`src/rtl/sq_pkg.sv`:
```
package sq_pkg;
  typedef enum logic [2:0] {
    ST_RUN, ST_EVAL, ST_STOP, ST_CL_RD, ST_CL_CMP
  } eng_state_t;

  localparam logic [2:0] A_ATTR   = 3'd0;
  localparam logic [2:0] A_CFG    = 3'd1;
  localparam logic [2:0] A_TAIL   = 3'd2;
  localparam logic [2:0] A_HEAD   = 3'd3;
  localparam logic [2:0] A_CTRL   = 3'd4;
  localparam logic [2:0] A_NEXUS  = 3'd5;
  localparam logic [2:0] A_STATUS = 3'd6;

  localparam int CTRL_STOP  = 0;
  localparam int CTRL_START = 1;
  localparam int CTRL_CLEAN = 2;

  localparam logic [3:0] TYPE_NULL   = 4'hF;
  localparam logic [3:0] CODE_DONE   = 4'd0;
  localparam logic [3:0] CODE_ABSENT = 4'd1;

  localparam int WORDS_PER_ENTRY_LOG2 = 3;
  localparam int MAC_W = 9;
endpackage

```
`src/rtl/sq_entry_ram.sv`:
```
module sq_entry_ram #(
  parameter int DEPTH = 16,
  parameter int W     = 32,
  localparam int AW   = $clog2(DEPTH)
) (
  input  logic          clk,
  input  logic          host_we,
  input  logic [AW-1:0] host_addr,
  input  logic [W-1:0]  host_wdata,
  input  logic          eng_we,
  input  logic [AW-1:0] eng_addr,
  input  logic [W-1:0]  eng_wdata,
  input  logic [AW-1:0] rd_addr,
  output logic [W-1:0]  rd_data
);
  logic [W-1:0] mem [DEPTH];

  // Single write port: the engine only writes while fetching is stopped,
  // and its nullify write wins over a simultaneous host write.
  always_ff @(posedge clk) begin
    if (eng_we)
      mem[eng_addr] <= eng_wdata;
    else if (host_we)
      mem[host_addr] <= host_wdata;
    rd_data <= mem[rd_addr];
  end
endmodule

```
`src/rtl/sq_credit.sv`:
```
module sq_credit #(
  parameter int MW     = 9,
  localparam int CNT_W = MW + 1
) (
  input  logic          clk,
  input  logic          rst,
  input  logic [MW-1:0] mac_field,
  input  logic          issue,
  input  logic          cpl,
  output logic          credit_ok
);
  logic [CNT_W-1:0] outstanding;
  logic [CNT_W-1:0] limit;

  assign limit     = {1'b0, mac_field} + CNT_W'(1);
  assign credit_ok = outstanding < limit;

  always_ff @(posedge clk) begin
    if (rst)
      outstanding <= '0;
    else if (issue && !cpl)
      outstanding <= outstanding + CNT_W'(1);
    else if (!issue && cpl && outstanding != '0)
      outstanding <= outstanding - CNT_W'(1);
  end


  issue_within_limit_chk: assert property (@(posedge clk) disable iff (rst)
    issue |-> outstanding < limit);


  no_underflow_chk: assert property (@(posedge clk) disable iff (rst)
    ($past(outstanding) == '0 && !$past(issue)) |-> outstanding == '0);
endmodule

```
`src/rtl/sq_engine.sv`:
```
module sq_engine
  import sq_pkg::*;
#(
  parameter int DEPTH = 16,
  parameter int W     = 32,
  localparam int AW   = $clog2(DEPTH)
) (
  input  logic          clk,
  input  logic          rst,
  input  logic          q_en,
  input  logic [AW:0]   q_count,
  input  logic [AW-1:0] tail,
  input  logic [7:0]    cqid,
  input  logic          ctrl_stop,
  input  logic          ctrl_start,
  input  logic          ctrl_clean,
  input  logic [15:0]   nexus,
  input  logic          credit_ok,
  output logic [AW-1:0] rd_addr,
  input  logic [W-1:0]  rd_data,
  output logic          wr_en,
  output logic [AW-1:0] wr_addr,
  output logic [W-1:0]  wr_data,
  output logic          issue,
  output logic [AW-1:0] head,
  output logic          stopped,
  output logic          cl_done,
  output logic [3:0]    cl_code,
  output logic          cmd_valid,
  output logic [W-1:0]  cmd_entry,
  output logic [7:0]    cmd_cqid
);
  eng_state_t   state;
  logic [AW-1:0] scan;
  logic          stop_req;
  logic [AW-1:0] head_nx, scan_nx;
  logic          is_null, hit, fetch_go;

  assign head_nx  = ({1'b0, head} + (AW+1)'(1) >= q_count) ? '0 : head + AW'(1);
  assign scan_nx  = ({1'b0, scan} + (AW+1)'(1) >= q_count) ? '0 : scan + AW'(1);
  assign is_null  = rd_data[W-1 -: 4] == TYPE_NULL;
  assign hit      = !is_null && rd_data[15:0] == nexus;
  assign fetch_go = q_en && !stop_req && head != tail && credit_ok;

  assign rd_addr = (state == ST_CL_RD || state == ST_CL_CMP) ? scan : head;
  assign issue   = state == ST_EVAL && !is_null && credit_ok;
  assign wr_en   = state == ST_CL_CMP && hit;
  assign wr_addr = scan;
  assign wr_data = {TYPE_NULL, rd_data[W-5:0]};

  always_ff @(posedge clk) begin
    if (rst) begin
      state     <= ST_RUN;
      head      <= '0;
      scan      <= '0;
      stop_req  <= 1'b0;
      stopped   <= 1'b0;
      cl_done   <= 1'b0;
      cl_code   <= '0;
      cmd_valid <= 1'b0;
      cmd_entry <= '0;
      cmd_cqid  <= '0;
    end else begin
      cmd_valid <= 1'b0;
      unique case (state)
        ST_RUN: begin
          if (stop_req) begin
            state    <= ST_STOP;
            stopped  <= 1'b1;
            stop_req <= 1'b0;
          end else begin
            if (ctrl_stop) stop_req <= 1'b1;
            if (fetch_go) state <= ST_EVAL;
          end
        end
        ST_EVAL: begin
          if (ctrl_stop) stop_req <= 1'b1;
          if (is_null) begin
            head  <= head_nx;
            state <= ST_RUN;
          end else if (credit_ok) begin
            cmd_valid <= 1'b1;
            cmd_entry <= rd_data;
            cmd_cqid  <= cqid;
            head      <= head_nx;
            state     <= ST_RUN;
          end
        end
        ST_STOP: begin
          if (ctrl_clean) begin
            scan    <= head;
            cl_done <= 1'b0;
            state   <= ST_CL_RD;
          end else if (ctrl_start) begin
            stopped <= 1'b0;
            state   <= ST_RUN;
          end
        end
        ST_CL_RD: begin
          if (scan == tail) begin
            cl_done <= 1'b1;
            cl_code <= CODE_ABSENT;
            state   <= ST_STOP;
          end else begin
            state <= ST_CL_CMP;
          end
        end
        ST_CL_CMP: begin
          if (hit) begin
            cl_done <= 1'b1;
            cl_code <= CODE_DONE;
            state   <= ST_STOP;
          end else begin
            scan  <= scan_nx;
            state <= ST_CL_RD;
          end
        end
        default: state <= ST_RUN;
      endcase
    end
  end


  quiet_when_stopped_chk: assert property (@(posedge clk) disable iff (rst)
    stopped |-> !cmd_valid);


  null_never_issued_chk: assert property (@(posedge clk) disable iff (rst)
    cmd_valid |-> cmd_entry[W-1 -: 4] != TYPE_NULL);


  head_steps_chk: assert property (@(posedge clk) disable iff (rst)
    head != $past(head) |-> (head == $past(head) + AW'(1) || head == '0));


  clean_only_stopped_chk: assert property (@(posedge clk) disable iff (rst)
    $rose(cl_done) |-> stopped && $stable(head));
endmodule

```
`src/rtl/sq_fetch_ctrl.sv`:
```
module sq_fetch_ctrl
  import sq_pkg::*;
#(
  parameter int DEPTH   = 16,
  parameter int ENTRY_W = 32,
  localparam int AW     = $clog2(DEPTH)
) (
  input  logic               clk,
  input  logic               rst,
  input  logic               reg_we,
  input  logic [2:0]         reg_addr,
  input  logic [31:0]        reg_wdata,
  output logic [31:0]        reg_rdata,
  input  logic               mem_we,
  input  logic [AW-1:0]      mem_addr,
  input  logic [ENTRY_W-1:0] mem_wdata,
  input  logic               cpl,
  output logic               cmd_valid,
  output logic [ENTRY_W-1:0] cmd_entry,
  output logic [7:0]         cmd_cqid
);
  logic [31:0]   attr_q, cfg_q;
  logic [AW-1:0] tail_q;
  logic [15:0]   nexus_q;
  logic [16:0]   words;
  logic [16:0]   raw_count;
  logic [AW:0]   q_count;
  logic          ctrl_wr, c_stop, c_start, c_clean;

  logic [AW-1:0]      rd_addr, wr_addr, head;
  logic [ENTRY_W-1:0] rd_data, wr_data;
  logic wr_en, issue, credit_ok, stopped, cl_done;
  logic [3:0] cl_code;

  assign words     = {1'b0, attr_q[15:0]} + 17'd1;
  assign raw_count = words >> WORDS_PER_ENTRY_LOG2;
  assign q_count   = (raw_count > 17'(DEPTH)) ? (AW+1)'(DEPTH) : raw_count[AW:0];

  assign ctrl_wr = reg_we && reg_addr == A_CTRL;
  assign c_stop  = ctrl_wr && reg_wdata[CTRL_STOP];
  assign c_start = ctrl_wr && reg_wdata[CTRL_START];
  assign c_clean = ctrl_wr && reg_wdata[CTRL_CLEAN];

  always_ff @(posedge clk) begin
    if (rst) begin
      attr_q    <= '0;
      cfg_q     <= '0;
      tail_q    <= '0;
      nexus_q   <= '0;
      reg_rdata <= '0;
    end else begin
      if (reg_we) begin
        unique case (reg_addr)
          A_ATTR:  attr_q  <= reg_wdata;
          A_CFG:   cfg_q   <= reg_wdata;
          A_TAIL:  tail_q  <= reg_wdata[AW-1:0];
          A_NEXUS: nexus_q <= reg_wdata[15:0];
          default: ;
        endcase
      end
      unique case (reg_addr)
        A_ATTR:   reg_rdata <= attr_q;
        A_CFG:    reg_rdata <= cfg_q;
        A_TAIL:   reg_rdata <= 32'(tail_q);
        A_HEAD:   reg_rdata <= 32'(head);
        A_NEXUS:  reg_rdata <= {16'h0, nexus_q};
        A_STATUS: reg_rdata <= {24'h0, cl_code, 2'b00, cl_done, stopped};
        default:  reg_rdata <= '0;
      endcase
    end
  end

  sq_entry_ram #(.DEPTH(DEPTH), .W(ENTRY_W)) ram_i (
    .clk(clk), .host_we(mem_we), .host_addr(mem_addr), .host_wdata(mem_wdata),
    .eng_we(wr_en), .eng_addr(wr_addr), .eng_wdata(wr_data),
    .rd_addr(rd_addr), .rd_data(rd_data)
  );

  sq_credit #(.MW(MAC_W)) credit_i (
    .clk(clk), .rst(rst), .mac_field(cfg_q[16:8]), .issue(issue),
    .cpl(cpl), .credit_ok(credit_ok)
  );

  sq_engine #(.DEPTH(DEPTH), .W(ENTRY_W)) eng_i (
    .clk(clk), .rst(rst), .q_en(attr_q[31]), .q_count(q_count),
    .tail(tail_q), .cqid(attr_q[23:16]), .ctrl_stop(c_stop),
    .ctrl_start(c_start), .ctrl_clean(c_clean), .nexus(nexus_q),
    .credit_ok(credit_ok), .rd_addr(rd_addr), .rd_data(rd_data),
    .wr_en(wr_en), .wr_addr(wr_addr), .wr_data(wr_data), .issue(issue),
    .head(head), .stopped(stopped), .cl_done(cl_done), .cl_code(cl_code),
    .cmd_valid(cmd_valid), .cmd_entry(cmd_entry), .cmd_cqid(cmd_cqid)
  );


  clean_ignored_running_chk: assert property (@(posedge clk) disable iff (rst)
    (c_clean && !stopped) |=> $stable(cl_done));


  disabled_no_issue_chk: assert property (@(posedge clk) disable iff (rst)
    !attr_q[31] && !$past(attr_q[31]) |-> !cmd_valid);
endmodule

```
`config.mk`:
```
export PLATFORM = sky130hd
export DESIGN_NAME = sq_fetch_ctrl
export DESIGN_NICKNAME = d
export VERILOG_FILES = /design/src/rtl/sq_pkg.sv /design/src/rtl/sq_entry_ram.sv /design/src/rtl/sq_credit.sv /design/src/rtl/sq_engine.sv /design/src/rtl/sq_fetch_ctrl.sv
export SDC_FILE = /design/constraint.sdc
export NUM_CORES = 1
export LEC_CHECK = 0
export BUFFER_PORTS_ARGS = -buffer_cell sky130_fd_sc_hd__buf_2
export CAP_MARGIN = 10
export CORE_ASPECT_RATIO = 0.7
export CORE_MARGIN = 1
export CORE_UTILIZATION = 45
export CTS_BUF_LIST = sky130_fd_sc_hd__clkbuf_2
export DETAILED_ROUTE_END_ITERATION = 8
export GPL_ROUTABILITY_DRIVEN = 0
export PLACE_DENSITY_LB_ADDON = 0.1
export SKIP_LAST_GASP = 1
export SLEW_MARGIN = 20
export SYNTH_ARGS = -nofsm -noshare
export SYNTH_HDL_FRONTEND = slang
export SYNTH_SLANG_ARGS = --single-unit
```
`constraint.sdc`:
```
create_clock -name clk -period 4.4 [get_ports clk]
set_clock_uncertainty 0.2 [all_clocks]
set_input_delay 0.22 -clock clk [delete_from_list [all_inputs] [get_ports clk]]
set_output_delay 0.22 -clock clk [all_outputs]
set_load 0.1 [all_outputs]
```
Yosys cells after proc, flatten, opt, wreduce, memory -nomap -nowiden
Memory sizes are Yosys's and may differ from the RTL's. A register that Yosys moved wholly into a read port is not among the register bits.
Cells that the tools add are included.

word-level totals
  bits in registers = 185
  bits in writable memories = 512
  bits of input ports = 76
  output and inout port bits = 73
  memories kept = 1

cells by class
  $add $sub $neg = 8
  magnitude comparators = 4
  equality and inequality tests = 25
  mux-type cells = 45
  bitwise operators = 2
  reductions and logical operators = 43

memories
  memory     words  bits a word  rd ports  clocked after memory_dff  write ports  RTL line            RTL
  ram_i.mem  16     32           1         1                         1            sq_entry_ram.sv:16  logic [W-1:0] mem [DEPTH];

operators with widths
  kind                                                                    count
  32-bit one-hot mux with 6 select lines                                  1
  4-bit 2-to-1 mux                                                        10
  32-bit 2-to-1 mux                                                       1
  32-bit OR reduction                                                     1
  3-bit 2-to-1 mux                                                        7
  10-bit 2-to-1 mux                                                       2
  16-bit by 1-bit adder with 17-bit output (second input constant)        1
  1-bit 2-to-1 mux                                                        17
  16-bit equality test                                                    1
  4-bit one-hot mux with 2 select lines                                   2
  3-bit one-hot mux with 5 select lines                                   1
  14-bit by 5-bit > comparator with 1-bit output (second input constant)  1
  1-bit logical AND                                                       14
  3-bit by 2-bit equality test with 1-bit output (second input constant)  4
  3-bit equality test (second input constant)                             4
  2-bit != test (second input constant)                                   6
  2-bit AND reduction                                                     6
  3-bit AND reduction                                                     4
  2-bit nonzero test                                                      6
  10-bit by 1-bit adder with 10-bit output (second input constant)        1
  4-bit by 1-bit adder with 5-bit output (second input constant)          2
  9-bit by 1-bit adder with 10-bit output (second input constant)         1
  5-bit greater-or-equal comparator                                       2
  10-bit less-than comparator                                             1
  20 further kinds                                                        31

Depth between registers and ports, before layout
Gate-level depths: netlist (run 1).

  depth after elaboration = 9
  depth in mapped cells = 18
  depth with buffers taken out = 17

Hierarchy
From an unflattened synthesis (run 1), not the netlist that was laid out.

second synthesis, totals
  cell total of the unflattened synthesis = 1967
  area, all modules = 29011.6 um2

modules (own cells, without submodules)
  module         times used  cells each  area an instance (um2)  seq. area each (um2)
  sq_entry_ram   1           890         20318.2                 16015.4
  sq_fetch_ctrl  1           568         4578.1                  2322.2
  sq_engine      1           383         3047.9                  1121.1
  sq_credit      1           126         1067.3                  200.2

Worst setup path after synthesis (run 1)
Ideal clock, no wire load.

  path type = register to register
  from = register cfg_q[10]
  to = register credit_i.outstanding[9]
  library setup time = 0.121 ns
  arrival time = 4.033 ns
  data required time = 4.079 ns
  path slack = 0.046 ns
  cell stages (with the launch flop) = 18
  path buffers = 1
  clock period less this slack = 4.354 ns
  cell sequence = dfxtp_1 -> and3_1 -> and3_1 -> nand3_1 -> xor2_1 -> ha_1 -> and2_1 -> a221oi_1 -> and3_1 -> nand3_1 -> clkbuf_1 -> ha_1 -> o21ai_0 -> o211ai_1 -> nand2_1 -> o21ai_0 -> mux2i_1 -> mux2_2

between the ends
  word-level cells in the longest chain between the ends = 7

RTL lines
  element                                    RTL line             RTL
  start, declared                            sq_fetch_ctrl.sv:22  logic [31:0] attr_q, cfg_q;
  start signal, assigned                     sq_fetch_ctrl.sv:55  A_CFG: cfg_q <= reg_wdata;
  9-bit by 1-bit adder with 10-bit output *  sq_credit.sv:15      assign limit = {1'b0, mac_field} + CNT_W'(1);
  10-bit less-than comparator *              sq_credit.sv:16      assign credit_ok = outstanding < limit;
  1-bit logical AND *                        sq_engine.sv:46      assign issue = state == ST_EVAL && !is_null && credit_ok;
  1-bit zero test                            sq_credit.sv:23      else if (!issue && cpl && outstanding != '0)
  1-bit logical AND (2 in a row)             sq_credit.sv:23
  2-bit nonzero test (no source line)        --
  end signal, assigned                       sq_credit.sv:22      outstanding <= outstanding + CNT_W'(1);
  end signal, assigned                       sq_credit.sv:24      outstanding <= outstanding - CNT_W'(1);
  end, declared                              sq_credit.sv:12      logic [CNT_W-1:0] outstanding;

Every way passes the cells marked *; elsewhere a longest branch is shown, timed or not.
A chain may end at the register's enable or synchronous reset.

Final worst setup path (run 1)
  from = input port reg_we
  to = register cfg_q[22]

between the ends
  word-level cells in the longest chain between the ends = 1

RTL lines
  element                               RTL line             RTL
  start, declared                       sq_fetch_ctrl.sv:10  input logic reg_we,
  2-bit AND reduction (no source line)  --

No other way between the ends.

==> results of run 1 <==
## per-stage QoR
stage | power (uW) | setup slack (ns)
floorplan | 8470 | 0.0460
global placement | 8840 | 0.130
detailed placement | 8870 | -0.0603
CTS | 13600 | 0.0527
global route | 14100 | -0.168
finish | 13500 | 0.121
## area by class of cell
class | instances | share of cell area
diodes | 6 | 0.000422
clock buffers | 275 | 0.0387
clock inverters | 37 | 0.00746
inverters | 13 | 0.00137
multi-input cells | 1423 | 0.258
flip-flops and latches | 726 | 0.553
well taps | 869 | 0.0306
repair buffers | 459 | 0.111
## cells by family (layout without fill, tap and decap cells)
| group | Yosys count | in the layout | share of synthesized area |
|---|---|---|---|
| AO/OA/AOI/OAI | 369 | 369 | 0.0885 |
| multiplexers | 203 | 203 | 0.0724 |
| XOR/XNOR | 45 | 45 | 0.0135 |
| AND/OR/NAND/NOR | 775 | 775 | 0.116 |
| adder cells (fa/ha/maj) | 31 | 31 | 0.0135 |
| buffers and inverters | 158 | 784 | 0.0242 |
| flip-flops | 726 | 726 | 0.672 |
| other | 0 | 6 | 0 |
## what timing repair did
| item | in CTS | in global routing |
|---|---|---|
| endpoints found under the hold margin | 1206 | 0 |
| hold buffers | 247 | 0 |
| resized for setup | 1 | 6 |
| setup endpoints to repair | 1 | 5 |
## sequential cells by signal (all words and copies together), names as in the netlist, 8 cells and up
signal / count
cfg_q: 32
reg_rdata: 32
ram_i.rd_data: 32
attr_q: 32
nexus_q: 16
credit_i.outstanding: 10
ram_i.mem: 512
eng_i.cmd_entry: 32
eng_i.cmd_cqid: 8
## final timing paths
path | from | endpoint | slack, ns | depth (start not counted)
worst max-delay path | reg_we | cfg_q[22] | 0.12 | 12
worst min-delay path | reg_wdata[1] | nexus_q[1] | 0.18 | 5
worst max register to register | ram_i.rd_data[12] | ram_i.mem[4][25] | 0.12 | 9
worst min register to register | attr_q[23] | eng_i.cmd_cqid[7] | 0.23 | 2
## cell usage after synthesis (8+ instances only)
library cell	number	area, sq um
nor3_1	21	105
nor4_1	11	68.8
dfxtp_1	214	4280
a32oi_1	128	1120
buf_2	36	180
mux2_1	19	214
nand3_1	38	190
and3_1	15	93.8
and4_1	33	289
xnor2_1	14	123
nand2_1	530	1990
ha_1	30	375
mux2_2	27	304
nor2_1	78	293
mux2i_1	154	1540
edfxtp_1	512	15400
a21oi_1	150	751
buf_4	10	75.1
xor2_1	31	272
clkbuf_1	92	345
inv_1	13	48.8
o21ai_0	16	80.1
a31oi_1	8	50.1
nor2b_1	10	62.6
a22oi_1	15	113
## report_power, final
group / total, uW / switching [uW] / internal, uW
logic: 1360 / 815 / 549
registers: 7560 / 109 / 7460
clock network: 4600 / 2720 / 1870
## metal layers
metal / GRT usage / vias to the layer above / wire length, um
met5: 0 / - / 0
met4: 0.102 / 0 / 1950
met3: 0.0554 / 157 / 6260
met2: 0.377 / 835 / 37300
met1: 0.366 / 10500 / 38900
li1: - / 9653 / -
## cell usage in the layout (no fill, tap or decap), types with 33 or more instances in the layout
master,instances
and4_1,33
clkbuf_2,275
buf_4,47
mux2i_1,154
nand2_1,529
a21oi_1,150
buf_2,147
nor2_1,61
dlygate4sd3_1,245
a32oi_1,128
edfxtp_1,512
nand3_1,37
dfxtp_1,214
## worst max-delay path, delay by kind of cell
| kind | cells | cell delay, ns |
|---|---|---|
| and+or+nand+nor | 3 | 0.43 |
| AOI/OAI and AO/OA | 1 | 0.13 |
| buffers and inverters | 8 | 4.61 |
==> reports/metrics.yaml, run 1 <==
sta:
  rsz0062_at_grt: "yes"
  layout_min_cycle_time_ns: 4.28
  fin_tns_setup_ns: 0
  finalCritPeriodShare: 0.973
  maxSlewViolCount: 0
  fmax_ghz: 0.234
  slew_headroom: 0.261
  hold_viol_final: 0
  hold_ws_ns: 0.180
  worstMarginPinSlew_ns: 1.11
  finalSetupViolCount: 0
layout:
  final_core_util: 0.559
  nets: 2899
  fillCellCount: 5410
  area_growth_pct: 21.5
  stdcell_area_sq_um: 35600
  fin_cells: 3808
  seq_area_sq_um: 19700
  layout-drive-gt1-share: 0.200
  multi_input_area_sq_um: 9170
pwr:
  cellPowerDensity_nw_per_um2: 380
  ir_drop_mv: 0.251
  leakage_uw: 0.0132
synthesis:
  ys_ff_latch: 726
  synth-edff-count: 512
  syn_nets: 2414
  synth_ff_type: "edfxtp_1"
  yosysUniqueCellTypes: 74
  synth_area_per_cell_sq_um: 12.7
  yosysSeqAreaShare: 0.672
  yosysWarnings: 0
  syn_inst: 2307
  syn-cell-area_sq_um: 29300
  async_flop_share: 0
clocking:
  cts.path.max_buffers: 3
  post-cts-setup-buffer-count: 0
  cts_root_buffer: "clkbuf_2"
  insertion_delay_ns: 1.41
  cts_tree: "built"
  cts_sinks: 726
  clk_pin_slew_worst_paths_ns: 0.10
  cts_buffers: 169
  htreeDepth: 4
routing:
  wl_um: 84500
  avgRoutedWirePerCell_um: 22.2
  drc_errors: 0
  drt_first_pass_iters: 8
  ant_nets: 0
  routed_via_density: 5.55
  vias: 21200
  drt_iter0_drc: 2051
setup_path:
  cp-start-kind: "primary input"
  critPathKind: "in -> reg"
  cp.arrival_ns: 5.39
  cp-end-kind: "flop"
  slowest_delay_ns: 1.23
  worstPathMaxFanout: 18
  crit_top_cell: "dlygate4sd3_1"
  crit_chain: "dlygate4sd3_1 > buf_2 > dlygate4sd3_1 > nand2b_1 > dlygate4sd3_1 > nor3b_2 > dlygate4sd3_1 > buf_4 > dlygate4sd3_1 > nand2_1 > dlygate4sd3_1 > a21oi_1"
  cpMaxStageDelayCell: "dlygate4sd3_1"
  worst_ep_required_time_ns: 5.51
place:
  io_buffers: 148
  place_inst: 3243
  dpl.hpwl_um: 48200
  place_area_sq_um: 31400
die:
  fp.dieH_um: 215
  die_area_sq_um: 66100
  core_area_sq_um: 63700
  start_util: 0.460
  rows: 77
  pin_count: 149
  die_w_um: 307
global_route:
  track_usage: 0.255
  grt_first_pass_wirelength_um: 126000
  grt.overflow.total: 0
  antenna_found_initial: 3
  grt_max_degree: 93
  grt_pass1_vias: 20700
worst_hold_path:
  hold_class: "in -> reg"
outcome:
  status: "complete, no violations"
job:
  drv_cap: 0
Power figures use the tool's default switching activity.
==> inputs of run 2 (changes only) <==
--- a/config.mk
+++ b/config.mk
@@ -18,4 +18,5 @@
 export SLEW_MARGIN = 20
 export SYNTH_ARGS = -nofsm -noshare
 export SYNTH_HDL_FRONTEND = slang
+export SYNTH_HIERARCHICAL = 1
 export SYNTH_SLANG_ARGS = --single-unit
==> run 2 against run 1 <==
Flip-flop and latch count unchanged. Cell count decreased by 10%. Final area down 1.3%. Non-clock buffer count fell by 14. First-iteration DRC count fell by 17%. Global-route usage shrank 1.1 points. Largest cell class unchanged. Clock power fell by 3%. Via count decreased by 10%. Critical path depth rose by 2. Utilization shrank 0.47 points.
==> reports/metrics.yaml, run 2 <==
synthesis:
  yosysTopAreaCellShare: 0.530  # was 0.525
  synth_fa_ha_area_frac: 0.0136  # was 0.0135
  syn_inst: 1967  # was 2,307
  async_flop_share: 0  # unchanged
  yosysMostFrequentCell: "edfxtp_1"  # was nand2_1
  synth_ff_type: "edfxtp_1"  # unchanged
  synth_common_cells: "512 x edfxtp_1, 296 x nand2_1, 214 x dfxtp_1, 152 x a21oi_1, 131 x mux4_2"  # was 530 x nand2_1, 512 x edfxtp_1, 214 x dfxtp_1, 154 x mux2i_1, 150 x a21oi_1
  synth_top_cell_by_area: "edfxtp_1"  # unchanged
  synth-edff-count: 512  # unchanged
  synthMuxAreaShare: 0.122  # was 0.0724
  ys_ff_latch: 726  # unchanged
  synth_compound_area_frac: 0.0693  # was 0.0885
  synthXorXnorAreaFrac: 0.0136  # was 0.0135
  yosysWarnings: 6  # was 0
  syn-cell-area_sq_um: 29000  # was 29,300 sq um
  yosysUniqueCellTypes: 78  # was 74
  synth-simple-area-share: 0.0752  # was 0.116
  synth.area.top_cells: "edfxtp_1 53%, dfxtp_1 15%, mux4_2 10%"  # was edfxtp_1 53%, dfxtp_1 15%, nand2_1 6.8%
  synth_area_per_cell_sq_um: 14.7  # was 12.7 sq um
  yosysSeqAreaShare: 0.678  # was 0.672
  synth_top_family_by_area: "multiplexers"  # was simple AND/OR/NAND/NOR gates
routing:
  drc_errors: 0  # unchanged
  drt_iter0_drc: 1709  # was 2,051
  vias: 19000  # was 21.2k
  drt_first_pass_iters: 6  # was 8
  wl_um: 78700  # was 84,500 um
  routed_via_density: 5.56  # was 5.55
  avgRoutedWirePerCell_um: 23.0  # was 22.2 um
  ant_nets: 0  # unchanged
setup_path:
  cpMaxStageDelayCell: "dlygate4sd3_1"  # unchanged
  slowest_delay_ns: 0.60  # was 1.23 ns
  critPathKind: "reg -> reg"  # was in -> reg
  worstPathMaxFanout: 32  # was 18
  critPathTopFamily: "buffers and inverters"  # unchanged
  cp-start-kind: "flop"  # was primary input
  cp-end-kind: "flop"  # unchanged
  crit_chain: "xnor2_2 > nand4_1 > nor3_1 > buf_4 > nand2_1 > nor2_1 > buf_4 > and4b_1 > dlygate4sd3_1 > a31oi_1 > buf_4 > nor2_4 > dlygate4sd3_1 > buf_12"  # was dlygate4sd3_1 > buf_2 > dlygate4sd3_1 > nand2b_1 > dlygate4sd3_1 > nor3b_2 > dlygate4sd3_1 > buf_4 > dlygate4sd3_1 > nand2_1 > dlygate4sd3_1 > a21oi_1
  crit_top_cell: "buf_4"  # was dlygate4sd3_1
  r2r_slack_ns: 0.20  # was 0.12 ns
  worst_ep_required_time_ns: 5.30  # was 5.51 ns
  critPathBufInv: 6  # was 8
  cp.arrival_ns: 5.10  # was 5.39 ns
layout:
  seq_area_sq_um: 19700  # about the same
  largest_reg_flops: 512  # unchanged
  area_growth_pct: 21.0  # was 21.5%
  final_cell_mix: "512 x edfxtp_1, 296 x nand2_1, 259 x clkbuf_2"  # was 529 x nand2_1, 512 x edfxtp_1, 275 x clkbuf_2
  nets: 2548  # was 2,899
  stdcell_area_sq_um: 35100  # was 35,600 sq um
  top_register: "ram_i/mem"  # was ram_i.mem
  final_common_cell: "edfxtp_1"  # was nand2_1
  fin_cells: 3417  # was 3,808
  fillCellCount: 5265  # was 5,410
  multi_input_area_sq_um: 8800  # was 9170 sq um
  layout-drive-gt1-share: 0.275  # was 0.200
clocking:
  cts_buffers: 170  # was 169
  cts_tree: "built"  # unchanged
  clk_pin_slew_worst_paths_ns: 0.11  # was 0.10 ns
  htreeDepth: 4  # unchanged
  post-cts-setup-buffer-count: 0  # unchanged
  cts_sinks: 726  # unchanged
  insertion_delay_ns: 1.42  # was 1.41 ns
  cts.path.max_buffers: 3  # unchanged
  cts_root_buffer: "clkbuf_2"  # unchanged
die:
  fp.dieH_um: 214  # was 215 um
  pin_count: 149  # unchanged
  die_area_sq_um: 65500  # was 66,100 sq um
  core_area_sq_um: 63400  # was 63,700 sq um
  start_util: 0.458  # was 0.460
  rows: 77  # unchanged
  die_w_um: 305  # was 307 um
sta:
  layout_min_cycle_time_ns: 4.20  # was 4.28 ns
  finalSetupViolCount: 0  # unchanged
  maxSlewViolCount: 0  # unchanged
  hold_ws_ns: 0.136  # was 0.180 ns
  hold_viol_final: 0  # unchanged
  slew_headroom: 0.261  # about the same
  finalCritPeriodShare: 0.954  # was 0.973
  setup_ws_ns: 0.204  # was 0.121 ns
  fmax_ghz: 0.238  # was 0.234 GHz
  worstMarginPinSlew_ns: 1.10  # was 1.11 ns
global_route:
  antenna_found_initial: 3  # unchanged
  grt_pass1_vias: 19000  # was 20.7k
  grt_first_pass_wirelength_um: 118000  # was 126,000 um
  track_usage: 0.244  # was 0.255
  grt_max_degree: 104  # was 93
  grt.overflow.total: 0  # unchanged
pwr:
  cellPowerDensity_nw_per_um2: 376  # was 380 nW/um^2
  power_uw: 13200  # was 13,500 uW
  ir_drop_mv: 0.249  # was 0.251 mV
  leakage_uw: 0.0121  # was 0.0132 uW
outcome:
  status: "complete, no violations"  # unchanged
place:
  io_buffers: 148  # unchanged
  place_inst: 2864  # was 3,243
  dpl.hpwl_um: 44200  # was 48,200 um
  pre_cts_ws_ns: 0.0461  # was -0.0603 ns
  place_area_sq_um: 31000  # was 31,400 sq um
job:
  drv_cap: 0  # unchanged
worst_hold_path:
  hold_class: "in -> reg"  # unchanged
-- run 2: changes by cell type after synthesis, moves of 12 or more --
| cell | delta |
|---|---|
| clkbuf_1 | -32 |
| buf_4 | +34 |
| mux2i_1 | -138 |
| a22oi_1 | +68 |
| mux2_1 | -18 |
| xor2_1 | -12 |
| nor2_1 | +12 |
| nand3_1 | -19 |
| a32oi_1 | -127 |
| and4_1 | -32 |
| mux4_2 | +129 |
| xnor2_1 | +12 |
| nand2_1 | -234 |
-- run 2: cells by family after synthesis --
group,Yosys count
buf+inv,167
other cells,2
fa+ha+maj,31
xor+xnor,45
mux,184
compound gates,312
flops,726
simple gates,500
-- run 2: layout make-up --
cell class	count	area share
inverters	19	0.00203
diodes	10	0.000713
clock buffers	259	0.0369
multi-input cells	1079	0.251
well taps	829	0.0295
repair buffers	445	0.111
clock inverters	50	0.00870
flip-flops and latches	726	0.560
-- run 2: final timing paths --
path | to | cells after the start | from
setup / recovery | ram_i/mem[7][16] | 14 | ram_i/rd_data[0]
setup reg to reg | ram_i/mem[7][16] | 14 | ram_i/rd_data[0]
hold / removal | nexus_q[14] | 5 | reg_wdata[14]
hold reg to reg | eng_i/cmd_entry[27] | 2 | ram_i/rd_data[27]
-- run 2: where the power goes --
part           switching, uW  leakage, uW  total [uW]  internal, uW
clock network           2710      0.00121        4470          1750
registers               87.0      0.00637        7520          7440
logic                    650      0.00456        1200           553
-- run 2: worst register-to-register path, stage by stage (launching register included) --
cell and delay [ns]:
dfxtp_1 0.40, xnor2_2 0.28, nand4_1 0.14, nor3_1 0.19, buf_4 0.19, nand2_1 0.07
nor2_1 0.10, buf_4 0.19, and4b_1 0.21, dlygate4sd3_1 0.55, a31oi_1 0.26, buf_4 0.20
nor2_4 0.04, dlygate4sd3_1 0.60, buf_12 0.21
-- run 2: repair_timing --
item                                    CTS  global route
endpoints found under the hold margin  1206             0
hold buffers                            235             0
resized for setup                         2            14
setup endpoints to repair                 2            38
pin swaps                                 0             4
-- run 2: metrics by stage --
stage          setup TNS, ns  utilization
3_3_place_gp               0        0.489
6_report                   0        0.554
5_1_grt              -0.0560        0.554
3_5_place_dp               0        0.489
2_1_floorplan              0            -
4_1_cts                    0        0.552
-- run 2: per-layer routing --
metal | GRT usage | vias up | share of wire | wire length [um]
met2 | 0.351 | 743 | 0.44 | 34700
met4 | 0.0849 | 0 | 0.020 | 1550
li1 | - | 8501 | - | -
met1 | 0.359 | 9639 | 0.46 | 36200
met5 | 0 | - | 0 | 0
met3 | 0.0633 | 117 | 0.080 | 6270
